<file path="config.mk">
export PLATFORM = sky130hd
export DESIGN_NAME = mchk_unit
export DESIGN_NICKNAME = d
export VERILOG_FILES = /design/src/rtl/mchk_pkg.sv /design/src/rtl/mchk_cfg_reg.sv /design/src/rtl/mchk_route.sv /design/src/rtl/mchk_event.sv /design/src/rtl/mchk_unit.sv
export SDC_FILE = /design/constraint.sdc
export NUM_CORES = 1
export LEC_CHECK = 0
export BUFFER_PORTS_ARGS = -buffer_cell sky130_fd_sc_hd__buf_2
export CORE_MARGIN = 10
export CORE_UTILIZATION = 32
export CTS_BUF_LIST = sky130_fd_sc_hd__clkbuf_4
export DETAILED_ROUTE_END_ITERATION = 6
export GPL_TIMING_DRIVEN = 0
export HOLD_SLACK_MARGIN = 0.12
export PLACE_DENSITY_LB_ADDON = 0.12
export SLEW_MARGIN = 25
export SYNTH_ARGS = -nofsm -noshare
export SYNTH_HDL_FRONTEND = slang
export SYNTH_SLANG_ARGS = --single-unit
</file>
<file path="constraint.sdc">
create_clock -name clk -period 0.9 [get_ports clk]
set_input_delay 0.27 -clock clk [delete_from_list [all_inputs] [get_ports clk]]
set_output_delay 0.27 -clock clk [all_outputs]
set_load 0.02 [all_outputs]
</file>
<file path="src/rtl/mchk_pkg.sv">
package mchk_pkg;
  localparam int REG_W   = 32;
  localparam int NUM_SRC = 4;

  // big-endian bit positions within the control register
  localparam int POS_SRC0      = 0;   // sources use positions 0..NUM_SRC-1
  localparam int POS_SNP_HOLD  = 7;
  localparam int POS_NHR       = 15;
  localparam int POS_IC_EN     = 16;
  localparam int POS_DC_EN     = 17;

  function automatic int be_idx(input int pos);
    return REG_W - 1 - pos;
  endfunction

  function automatic logic [REG_W-1:0] be_bit(input int pos);
    logic [REG_W-1:0] v;
    v = '0;
    v[be_idx(pos)] = 1'b1;
    return v;
  endfunction

  function automatic logic [REG_W-1:0] impl_mask();
    logic [REG_W-1:0] m;
    m = be_bit(POS_SNP_HOLD) | be_bit(POS_NHR) | be_bit(POS_IC_EN) | be_bit(POS_DC_EN);
    for (int i = 0; i < NUM_SRC; i++) m |= be_bit(POS_SRC0 + i);
    return m;
  endfunction

  // sticky flag survives every write; others take masked write data
  function automatic logic [REG_W-1:0] next_cfg(input logic [REG_W-1:0] cur,
                                                input logic [REG_W-1:0] wdata);
    return (wdata & impl_mask()) | (cur & be_bit(POS_NHR));
  endfunction

  function automatic logic [NUM_SRC-1:0] gate_src(input logic [NUM_SRC-1:0] en,
                                                  input logic [NUM_SRC-1:0] strobe);
    return en & strobe;
  endfunction
endpackage

</file>
<file path="src/rtl/mchk_cfg_reg.sv">
module mchk_cfg_reg
  import mchk_pkg::*;
(
  input  logic               clk,
  input  logic               hard_rst_n,
  input  logic               soft_rst,
  input  logic               wr_en,
  input  logic [REG_W-1:0]   wdata,
  output logic [REG_W-1:0]   cfg_q,
  output logic [NUM_SRC-1:0] src_en,
  output logic               snoop_hold,
  output logic               ic_en,
  output logic               dc_en
);
  localparam int IDX_NHR  = be_idx(POS_NHR);
  localparam int IDX_SNP  = be_idx(POS_SNP_HOLD);
  localparam int IDX_IC   = be_idx(POS_IC_EN);
  localparam int IDX_DC   = be_idx(POS_DC_EN);

  always_ff @(posedge clk) begin
    if (!hard_rst_n)
      cfg_q <= '0;
    else if (soft_rst)
      cfg_q <= cfg_q & be_bit(POS_NHR);
    else if (wr_en)
      cfg_q <= next_cfg(cfg_q, wdata);
  end

  for (genvar i = 0; i < NUM_SRC; i++) begin : g_src_en
    localparam int IDX = be_idx(POS_SRC0 + i);
    assign src_en[i] = cfg_q[IDX];
  end

  assign snoop_hold = cfg_q[IDX_SNP];
  assign ic_en      = cfg_q[IDX_IC];
  assign dc_en      = cfg_q[IDX_DC];

  AST_NHR_STICKY: assert property (@(posedge clk) disable iff (!hard_rst_n)
    cfg_q[IDX_NHR] |=> cfg_q[IDX_NHR]);

  AST_UNIMPL_ZERO: assert property (@(posedge clk) disable iff (!hard_rst_n)
    (cfg_q & ~impl_mask()) == '0);

  AST_SOFT_CLEARS: assert property (@(posedge clk) disable iff (!hard_rst_n)
    soft_rst |=> (src_en == '0) && !ic_en && !dc_en && !snoop_hold);
endmodule

</file>
<file path="src/rtl/mchk_route.sv">
module mchk_route
  import mchk_pkg::*;
(
  input  logic [NUM_SRC-1:0] src_en,
  input  logic [NUM_SRC-1:0] err_strobe,
  output logic [NUM_SRC-1:0] fired,
  output logic               any_fired
);
  assign fired     = gate_src(src_en, err_strobe);
  assign any_fired = |fired;
endmodule

</file>
<file path="src/rtl/mchk_event.sv">
module mchk_event
  import mchk_pkg::*;
(
  input  logic               clk,
  input  logic               hard_rst_n,
  input  logic               soft_rst,
  input  logic               me_in,
  input  logic [NUM_SRC-1:0] fired,
  input  logic               any_fired,
  output logic               exc_q,
  output logic               chk_q,
  output logic [NUM_SRC-1:0] cause_q
);
  logic take_evt;
  assign take_evt = any_fired && !chk_q && !soft_rst;

  always_ff @(posedge clk) begin
    if (!hard_rst_n) begin
      exc_q   <= 1'b0;
      chk_q   <= 1'b0;
      cause_q <= '0;
    end else begin
      exc_q <= 1'b0;
      if (soft_rst) begin
        cause_q <= '0;
      end else if (take_evt) begin
        cause_q <= fired;
        if (me_in) exc_q <= 1'b1;
        else       chk_q <= 1'b1;
      end
    end
  end

  AST_CHKSTOP_STICKY: assert property (@(posedge clk) disable iff (!hard_rst_n)
    chk_q |=> chk_q);

  AST_NO_EXC_IN_CHKSTOP: assert property (@(posedge clk) disable iff (!hard_rst_n)
    chk_q |-> !exc_q);

  AST_EXC_NEEDS_ME: assert property (@(posedge clk) disable iff (!hard_rst_n)
    exc_q |-> $past(me_in));

  AST_EXC_HAS_CAUSE: assert property (@(posedge clk) disable iff (!hard_rst_n)
    exc_q |-> (cause_q != '0));

  AST_CAUSE_FROZEN: assert property (@(posedge clk) disable iff (!hard_rst_n)
    (chk_q && !soft_rst) |=> $stable(cause_q));
endmodule

</file>
<file path="src/rtl/mchk_unit.sv">
module mchk_unit
  import mchk_pkg::*;
(
  input  logic               clk,
  input  logic               hard_rst_n,
  input  logic               soft_rst,
  input  logic               spr_wr_en,
  input  logic [REG_W-1:0]   spr_wdata,
  output logic [REG_W-1:0]   spr_rdata,
  input  logic               me_in,
  input  logic [NUM_SRC-1:0] err_strobe,
  output logic               mchk_exc,
  output logic               checkstop,
  output logic [NUM_SRC-1:0] mchk_cause,
  output logic               icache_inhibit,
  output logic               dcache_inhibit,
  output logic               snoop_no_restore
);
  logic [REG_W-1:0]   cfg_q;
  logic [NUM_SRC-1:0] src_en;
  logic [NUM_SRC-1:0] fired;
  logic               any_fired;
  logic               ic_en;
  logic               dc_en;
  logic               snoop_hold;

  mchk_cfg_reg u_cfg (
    .clk        (clk),
    .hard_rst_n (hard_rst_n),
    .soft_rst   (soft_rst),
    .wr_en      (spr_wr_en),
    .wdata      (spr_wdata),
    .cfg_q      (cfg_q),
    .src_en     (src_en),
    .snoop_hold (snoop_hold),
    .ic_en      (ic_en),
    .dc_en      (dc_en)
  );

  mchk_route u_route (
    .src_en     (src_en),
    .err_strobe (err_strobe),
    .fired      (fired),
    .any_fired  (any_fired)
  );

  mchk_event u_evt (
    .clk        (clk),
    .hard_rst_n (hard_rst_n),
    .soft_rst   (soft_rst),
    .me_in      (me_in),
    .fired      (fired),
    .any_fired  (any_fired),
    .exc_q      (mchk_exc),
    .chk_q      (checkstop),
    .cause_q    (mchk_cause)
  );

  assign spr_rdata        = cfg_q;
  assign icache_inhibit   = !ic_en;
  assign dcache_inhibit   = !dc_en;
  assign snoop_no_restore = snoop_hold;

  AST_GATED_NO_EVENT: assert property (@(posedge clk) disable iff (!hard_rst_n)
    (!any_fired && !checkstop) |=> !mchk_exc && !checkstop);

  AST_CHK_NEEDS_CAUSE: assert property (@(posedge clk) disable iff (!hard_rst_n)
    $rose(checkstop) |-> $past(!me_in) && (mchk_cause != '0));
endmodule

</file>
==> flow_metrics.py, run 1 <==
metrics = {
    "finish": {
        "fin_cells": 181,
        "drive_above_1_share": 0.601,
        "area_growth_syn_to_layout_pct": 69.9,
        "post-route-util": 0.584,
        "diodes": 0,
        "fin_nets": 195,
    },
    "global_route": {
        "overflow": 0,
        "grtUsageTotal": 0.0956,
        "grt_pass1_wl_mm": 3.88,
        "grt_max_degree": 11,
        "antenna_found_initial": 0,
        "grt_pass1_vias": 803,
    },
    "synthesis": {
        "syn_area_um2": 782,
        "async_flop_share": 0,
        "synth_cells": 85,
        "yosys_warnings": 0,
        "synth_ff_type": "dfxtp_1",
        "seq_area_frac_synth": 0.358,
        "synth_cell_types": 17,
        "synth_edf_count": 0,
        "syn_avg_cell_area_um2": 9.20,
        "synth-seq-cells": 14,
    },
    "setup_path": {
        "path_max_fanout": 3,
        "path_cells": "buf_6 -> buf_6",
        "worstPathRequired_ns": 0.63,
        "cpMostUsedCell": "buf_6",
        "critPathArrivalTime_ns": 0.86,
        "slowest_stage": "dfxtp_4",
        "worstSetupPathType": "reg2out",
        "end_kind": "primary output",
        "rrSetupSlack_ns": -0.23,
        "r2r_cells": 4,
        "critPathMaxStageDelay_ns": 0.36,
        "startpoint": "u_cfg.cfg_q[24]",
        "start_kind": "flip-flop",
        "reg2reg_from": "u_cfg.cfg_q[29]",
    },
    "placement": {
        "gp_congestion": 0.737,
        "dp_hpwl_mm": 1.73,
        "dp.cells": 168,
        "port_buffers": 32,
    },
    "sta": {
        "finalMaxSlewViolations": 0,
        "rsz0062_at_grt": "true",
        "setup_viol": 23,
        "setup_slack_ns": -0.229,
        "final-hold-violation-count": 0,
        "post-route-period-util": 1.25,
        "fin_crit_ns": 1.13,
        "max_freq_mhz": 886,
        "fin_skew_ns": 0.00268,
    },
    "worst_hold_path": {
        "min_path_type": "in2reg",
        "min_path_cells": 3,
        "min_from": "spr_wdata[29]",
    },
    "clock_tree": {
        "worst_skew_pair.late_latency_ns": 0.27,
        "cts_max_path_buffers": 2,
        "cts_htree_levels": 1,
        "clock-root-buffer": "clkbuf_4",
        "numCtsBuffers": 3,
        "cts_tree": "done",
        "cts_hold_buf": 0,
        "cts.sink_count": 14,
        "clkTransAtPathRegs_ns": 0.09,
    },
    "drt": {
        "vias": 743,
        "route.met3.wl_um": 292,
        "drtPass1Iterations": 4,
        "drt_iter0_markers": 25,
        "avgRoutedWirePerCell_um": 12.9,
        "drc": 0,
        "met1_length_um": 809,
        "routed.top_layer": "met4",
        "routed_wl_mm": 2.33,
        "wl_met2_mm": 1.17,
        "vias_per_cell": 4.10,
        "ant_nets": 0,
    },
    "run_status": {
        "status": "finished with violations",
        "failed_checks": "negative setup slack",
    },
    "floorplan": {
        "io_pins": 82,
        "core_um2": 2280,
        "die_w_um": 69.4,
        "initial_core_util": 0.344,
        "die-height_um": 69.4,
        "core.rowCount": 17,
        "design.die.area_um2": 4820,
    },
    "power": {
        "peakVddDrop_mv": 0.718,
        "p_leak_nw": 0.675,
        "p_per_area_nw_per_um2": 1060,
    },
    "job": {
        "maxCapViolations": 0,
    },
}
## timing repair
item / 4_1_cts / 5_1_grt
endpoints found under the setup margin: 23 / 23
setup buffers: 7 / 2
resized for setup: 52 / 4
cloned: 0 / 0
pin swaps: 9 / 0
## cell type report
type	count	area, µm²
Buffer	29	224
Tap cell	28	35.0
Multi-Input combinational cell	62	374
Sequential cell	14	313
Inverter	3	11.3
Fill cell	221	947
Timing Repair Buffer	41	345
Clock inverter	1	3.75
Clock buffer	3	22.5
## worst paths after layout
path / end
setup / recovery: spr_rdata[24]
hold / removal: u_cfg.cfg_q[29]
setup reg to reg: u_evt.cause_q[0]
hold reg to reg: u_cfg.cfg_q[16]
## registers in the layout (all words and copies together) (netlist names)
register       count
u_evt.exc_q        1
u_evt.cause_q      4
u_cfg.cfg_q        8
u_evt.chk_q        1
## metrics by stage
stage	setup TNS [ns]	hold slack (ns)	power (mW)	setup WS [ns]	area [µm²]
5_1_grt	-4.60	0.213	1.50	-0.319	1330
2_1_floorplan	-0.223	0.387	0.926	-0.0478	888
6_report	-3.28	0.224	1.41	-0.229	1330
3_3_place_gp	-1.25	0.445	1.00	-0.163	1080
3_5_place_dp	-1.29	0.452	1.01	-0.161	1080
4_1_cts	-3.44	0.212	1.43	-0.228	1310
## cells by family after synthesis
| family | count (synthesis) | share of synthesized area |
|---|---|---|
| buffers and inverters | 32 | 0.286 |
| other | 1 | 0.00480 |
| DFF | 14 | 0.358 |
| and+or+nand+nor | 13 | 0.0912 |
| muxes | 7 | 0.0896 |
| AOI/OAI and AO/OA | 18 | 0.170 |
## metal layers
layer  vias up  GRT usage
met5         -          0
met4         0     0.0599
met3         6     0.0571
met2        35      0.153
met1       316     0.0912
li1        386          -
## critical path: cells and delay by family, from the launching register on
family	cells	cell delay, ns
flip-flops	1	0.36
buffers and inverters	2	0.23
## cell usage after synthesis, types with 2 or more instances
library cell	n	share of area
a222oi_1	4	0.051
inv_1	3	0.014
buf_2	2	0.013
buf_4	27	0.26
nand3b_1	4	0.038
o21a_1	2	0.019
a22oi_1	2	0.019
mux2i_1	7	0.090
dfxtp_1	14	0.36
o21ai_1	4	0.026
nor2_1	7	0.034
a21oi_1	4	0.026
## cell usage in the layout (no fill, tap or decap), drive strengths merged
cell type	n
a2111oi	1
o21ai	4
conb	24
nor2	7
dfxtp	14
a22oi	2
clkbuf	3
nand2b	1
a222oi	4
nand3b	4
o21a	2
a211oi	1
and3b	1
buf	70
a21oi	4
clkinv	1
mux2i	7
inv	3
## power by group
part	total, mW	switching [mW]	internal (mW)
sequential	0.644	0.0191	0.625
combinational	0.401	0.211	0.190
clock	0.360	0.200	0.160
Power figures use the tool's default switching activity.
==> run 2: changes to the inputs <==
--- a/config.mk
+++ b/config.mk
@@ -6,13 +6,14 @@
 export NUM_CORES = 1
 export LEC_CHECK = 0
 export BUFFER_PORTS_ARGS = -buffer_cell sky130_fd_sc_hd__buf_2
+export CORE_ASPECT_RATIO = 1.25
 export CORE_MARGIN = 10
 export CORE_UTILIZATION = 32
 export CTS_BUF_LIST = sky130_fd_sc_hd__clkbuf_4
 export DETAILED_ROUTE_END_ITERATION = 6
 export GPL_TIMING_DRIVEN = 0
 export HOLD_SLACK_MARGIN = 0.12
-export PLACE_DENSITY_LB_ADDON = 0.12
+export PLACE_DENSITY_LB_ADDON = 0.15
 export SLEW_MARGIN = 25
 export SYNTH_ARGS = -nofsm -noshare
 export SYNTH_HDL_FRONTEND = slang
==> run 2 against run 1 <==
Net effect:
- die area rose by 0.25%
- clock power up 3%
- critical endpoint is now spr_rdata[15]
- sequential share of layout area decreased by 0.23 points
- first-iteration DRC count down 12%
- non-clock buffer count decreased by 1
- the flow still finishes with violations (negative setup slack)
- sequential power is 0.6% higher
- maximum frequency is essentially flat
- highest routed layer unchanged
- cell area is 0.19% higher
- clock skew is 0.0052 ns higher
==> flow_metrics.py, run 2 (same netlist as run 1, synthesis figures left out) <==
metrics = {
    "floorplan": {
        "die_w_um": 64.2,
        "initial_core_util": 0.346,
        "io_pins": 82,
        "core.rowCount": 19,
        "core_um2": 2260,
        "design.die.area_um2": 4830,
        "die-height_um": 75.3,
    },
    "setup_path": {
        "rrSetupSlack_ns": -0.15,
        "worstSetupPathType": "reg2out",
        "r2r_cells": 4,
        "worstPathRequired_ns": 0.63,
        "reg2reg_from": "u_cfg.cfg_q[30]",
        "crit_family": "flip-flops",
        "start_kind": "flip-flop",
        "path_cells": "buf_6 -> buf_6",
        "end_kind": "primary output",
        "cp.buffers_inverters": 2,
        "critPathMaxStageDelay_ns": 0.35,
        "r2r-end": "u_evt.chk_q",
        "critPathArrivalTime_ns": 0.86,
        "cpMostUsedCell": "buf_6",
        "slowest_stage": "dfxtp_2",
        "path_max_fanout": 3,
    },
    "clock_tree": {
        "cts.sink_count": 14,
        "numCtsBuffers": 3,
        "worst_skew_pair.late_latency_ns": 0.28,
        "clock-root-buffer": "clkbuf_4",
        "cts_max_path_buffers": 2,
        "clkTransAtPathRegs_ns": 0.09,
        "cts_tree": "done",
        "cts_htree_levels": 1,
    },
    "placement": {
        "placed_cell_area_um2": 1090,
        "dp_hpwl_mm": 1.76,
        "gp_congestion": 0.809,
        "port_buffers": 32,
    },
    "finish": {
        "reg_top3": "u_cfg.cfg_q (8), u_evt.cause_q (4)",
        "drive_above_1_share": 0.599,
        "post-route-util": 0.589,
        "ff_latch_area_um2": 310,
        "final_cell_mix": "29 x buf_4, 24 x conb_1, 22 x buf_6",
        "fillers": 224,
        "layout_commonest_cell": "buf_4",
        "area_growth_syn_to_layout_pct": 70.2,
        "diodes": 0,
        "largest_reg_flops": 8,
        "top_register": "u_cfg.cfg_q",
        "fin_nets": 194,
        "stdcell_area_um2": 1330,
        "multiInputGateArea_um2": 374,
    },
    "global_route": {
        "overflow": 0,
        "antenna_found_initial": 0,
        "grtUsageTotal": 0.0939,
        "grt_pass1_vias": 805,
        "grt_pass1_wl_mm": 3.60,
        "grt_max_degree": 12,
    },
    "power": {
        "power.total_mw": 1.42,
        "p_per_area_nw_per_um2": 1060,
        "p_seq_frac": 0.458,
        "peakVddDrop_mv": 0.808,
        "switching_share": 0.308,
        "combinationalPowerShare": 0.282,
        "pwr-share-clk": 0.260,
        "p_switching_uw": 437,
        "internal-power_uw": 980,
        "p_leak_nw": 0.672,
    },
    "sta": {
        "post-route-period-util": 1.26,
        "whs_ns": 0.214,
        "finalMaxSlewViolations": 0,
        "setup_viol": 24,
        "rsz0062_at_grt": "true",
        "fin_crit_ns": 1.13,
        "fin_skew_ns": 0.00784,
        "max_freq_mhz": 885,
        "setup_tns_ns": -3.24,
        "setup_slack_ns": -0.230,
        "final-hold-violation-count": 0,
    },
    "drt": {
        "avgRoutedWirePerCell_um": 12.4,
        "drc": 0,
        "drtPass1Iterations": 5,
        "drt_iter0_markers": 22,
        "routed_wl_mm": 2.27,
        "vias_per_cell": 4.12,
        "ant_nets": 0,
        "vias": 754,
    },
    "worst_hold_path": {
        "min_path_type": "in2reg",
        "min_path_cells": 2,
        "min_from": "hard_rst_n",
        "hold_end": "u_evt.chk_q",
    },
    "run_status": {
        "failed_checks": "negative setup slack",
        "status": "finished with violations",
    },
    "job": {
        "maxCapViolations": 0,
    },
}
## run 2: cell count changes in the layout (fill, tap and decap cells not counted)
cell / before / now
buf_12: 0 / 1
buf_4: 30 / 29
buf_6: 23 / 22
dfxtp_2: 8 / 9
dfxtp_4: 6 / 5
## run 2: area by class of cell
| cell class | count | share of cell area |
|---|---|---|
| Sequential cell | 14 | 0.233 |
| Inverter | 3 | 0.00846 |
| Multi-Input combinational cell | 62 | 0.281 |
| Clock buffer | 3 | 0.0169 |
| Clock inverter | 1 | 0.00282 |
| Buffer | 29 | 0.168 |
| Tap cell | 31 | 0.0291 |
| Timing Repair Buffer | 40 | 0.260 |
## run 2: worst max path at each step
stage	from	to	slack (ns)	cells after the start
finish	u_cfg.cfg_q[15]	spr_rdata[15]	-0.23	2
global route	u_cfg.cfg_q[31]	u_evt.cause_q[2]	-0.29	4
CTS	u_cfg.cfg_q[15]	spr_rdata[15]	-0.23	2
detailed placement	err_strobe[3]	u_evt.cause_q[0]	-0.16	4
global placement	err_strobe[3]	u_evt.cause_q[0]	-0.17	4
floorplan	u_cfg.cfg_q[30]	u_evt.cause_q[3]	-0.05	3
## run 2: power by group through the flow
stage / registers, mW / logic (mW) / clock network [mW]
after global routing: 0.652 / 0.433 / 0.422
after floorplan: 0.679 / 0.246 / 0
after detailed placement: 0.666 / 0.340 / 0
final: 0.648 / 0.400 / 0.369
after CTS: 0.649 / 0.383 / 0.386
after global placement: 0.665 / 0.337 / 0
## run 2: stage by stage
stage | cells | setup WS (ns)
CTS | 180 | -0.226
global route | 183 | -0.289
finish | 183 | -0.230
detailed placement | 171 | -0.159
global placement | 171 | -0.166
floorplan | 108 | -0.0478
## run 2: repair_timing
action,4_1_cts,5_1_grt
resized for setup,50,4
cloned,0,0
hold endpoints to repair,0,0
buffers inserted,5,3
hold buffers,0,0
pin swaps,5,1
endpoints found under the setup margin,23,24
## run 2: layer usage
| metal | track usage | vias up | wire length [µm] |
|---|---|---|---|
| met5 | 0 | - | 0 |
| met4 | 0.0619 | 0 | 34 |
| met3 | 0.0786 | 4 | 428 |
| met2 | 0.136 | 50 | 990 |
| met1 | 0.0892 | 320 | 812 |
| li1 | - | 380 | - |
## run 2: worst reg2reg max path: cells and delay by family (launching register included)
family,cells,cell delay [ns]
DFF,1,0.38
AOI/OAI and AO/OA,3,0.46
buffers and inverters,1,0.12
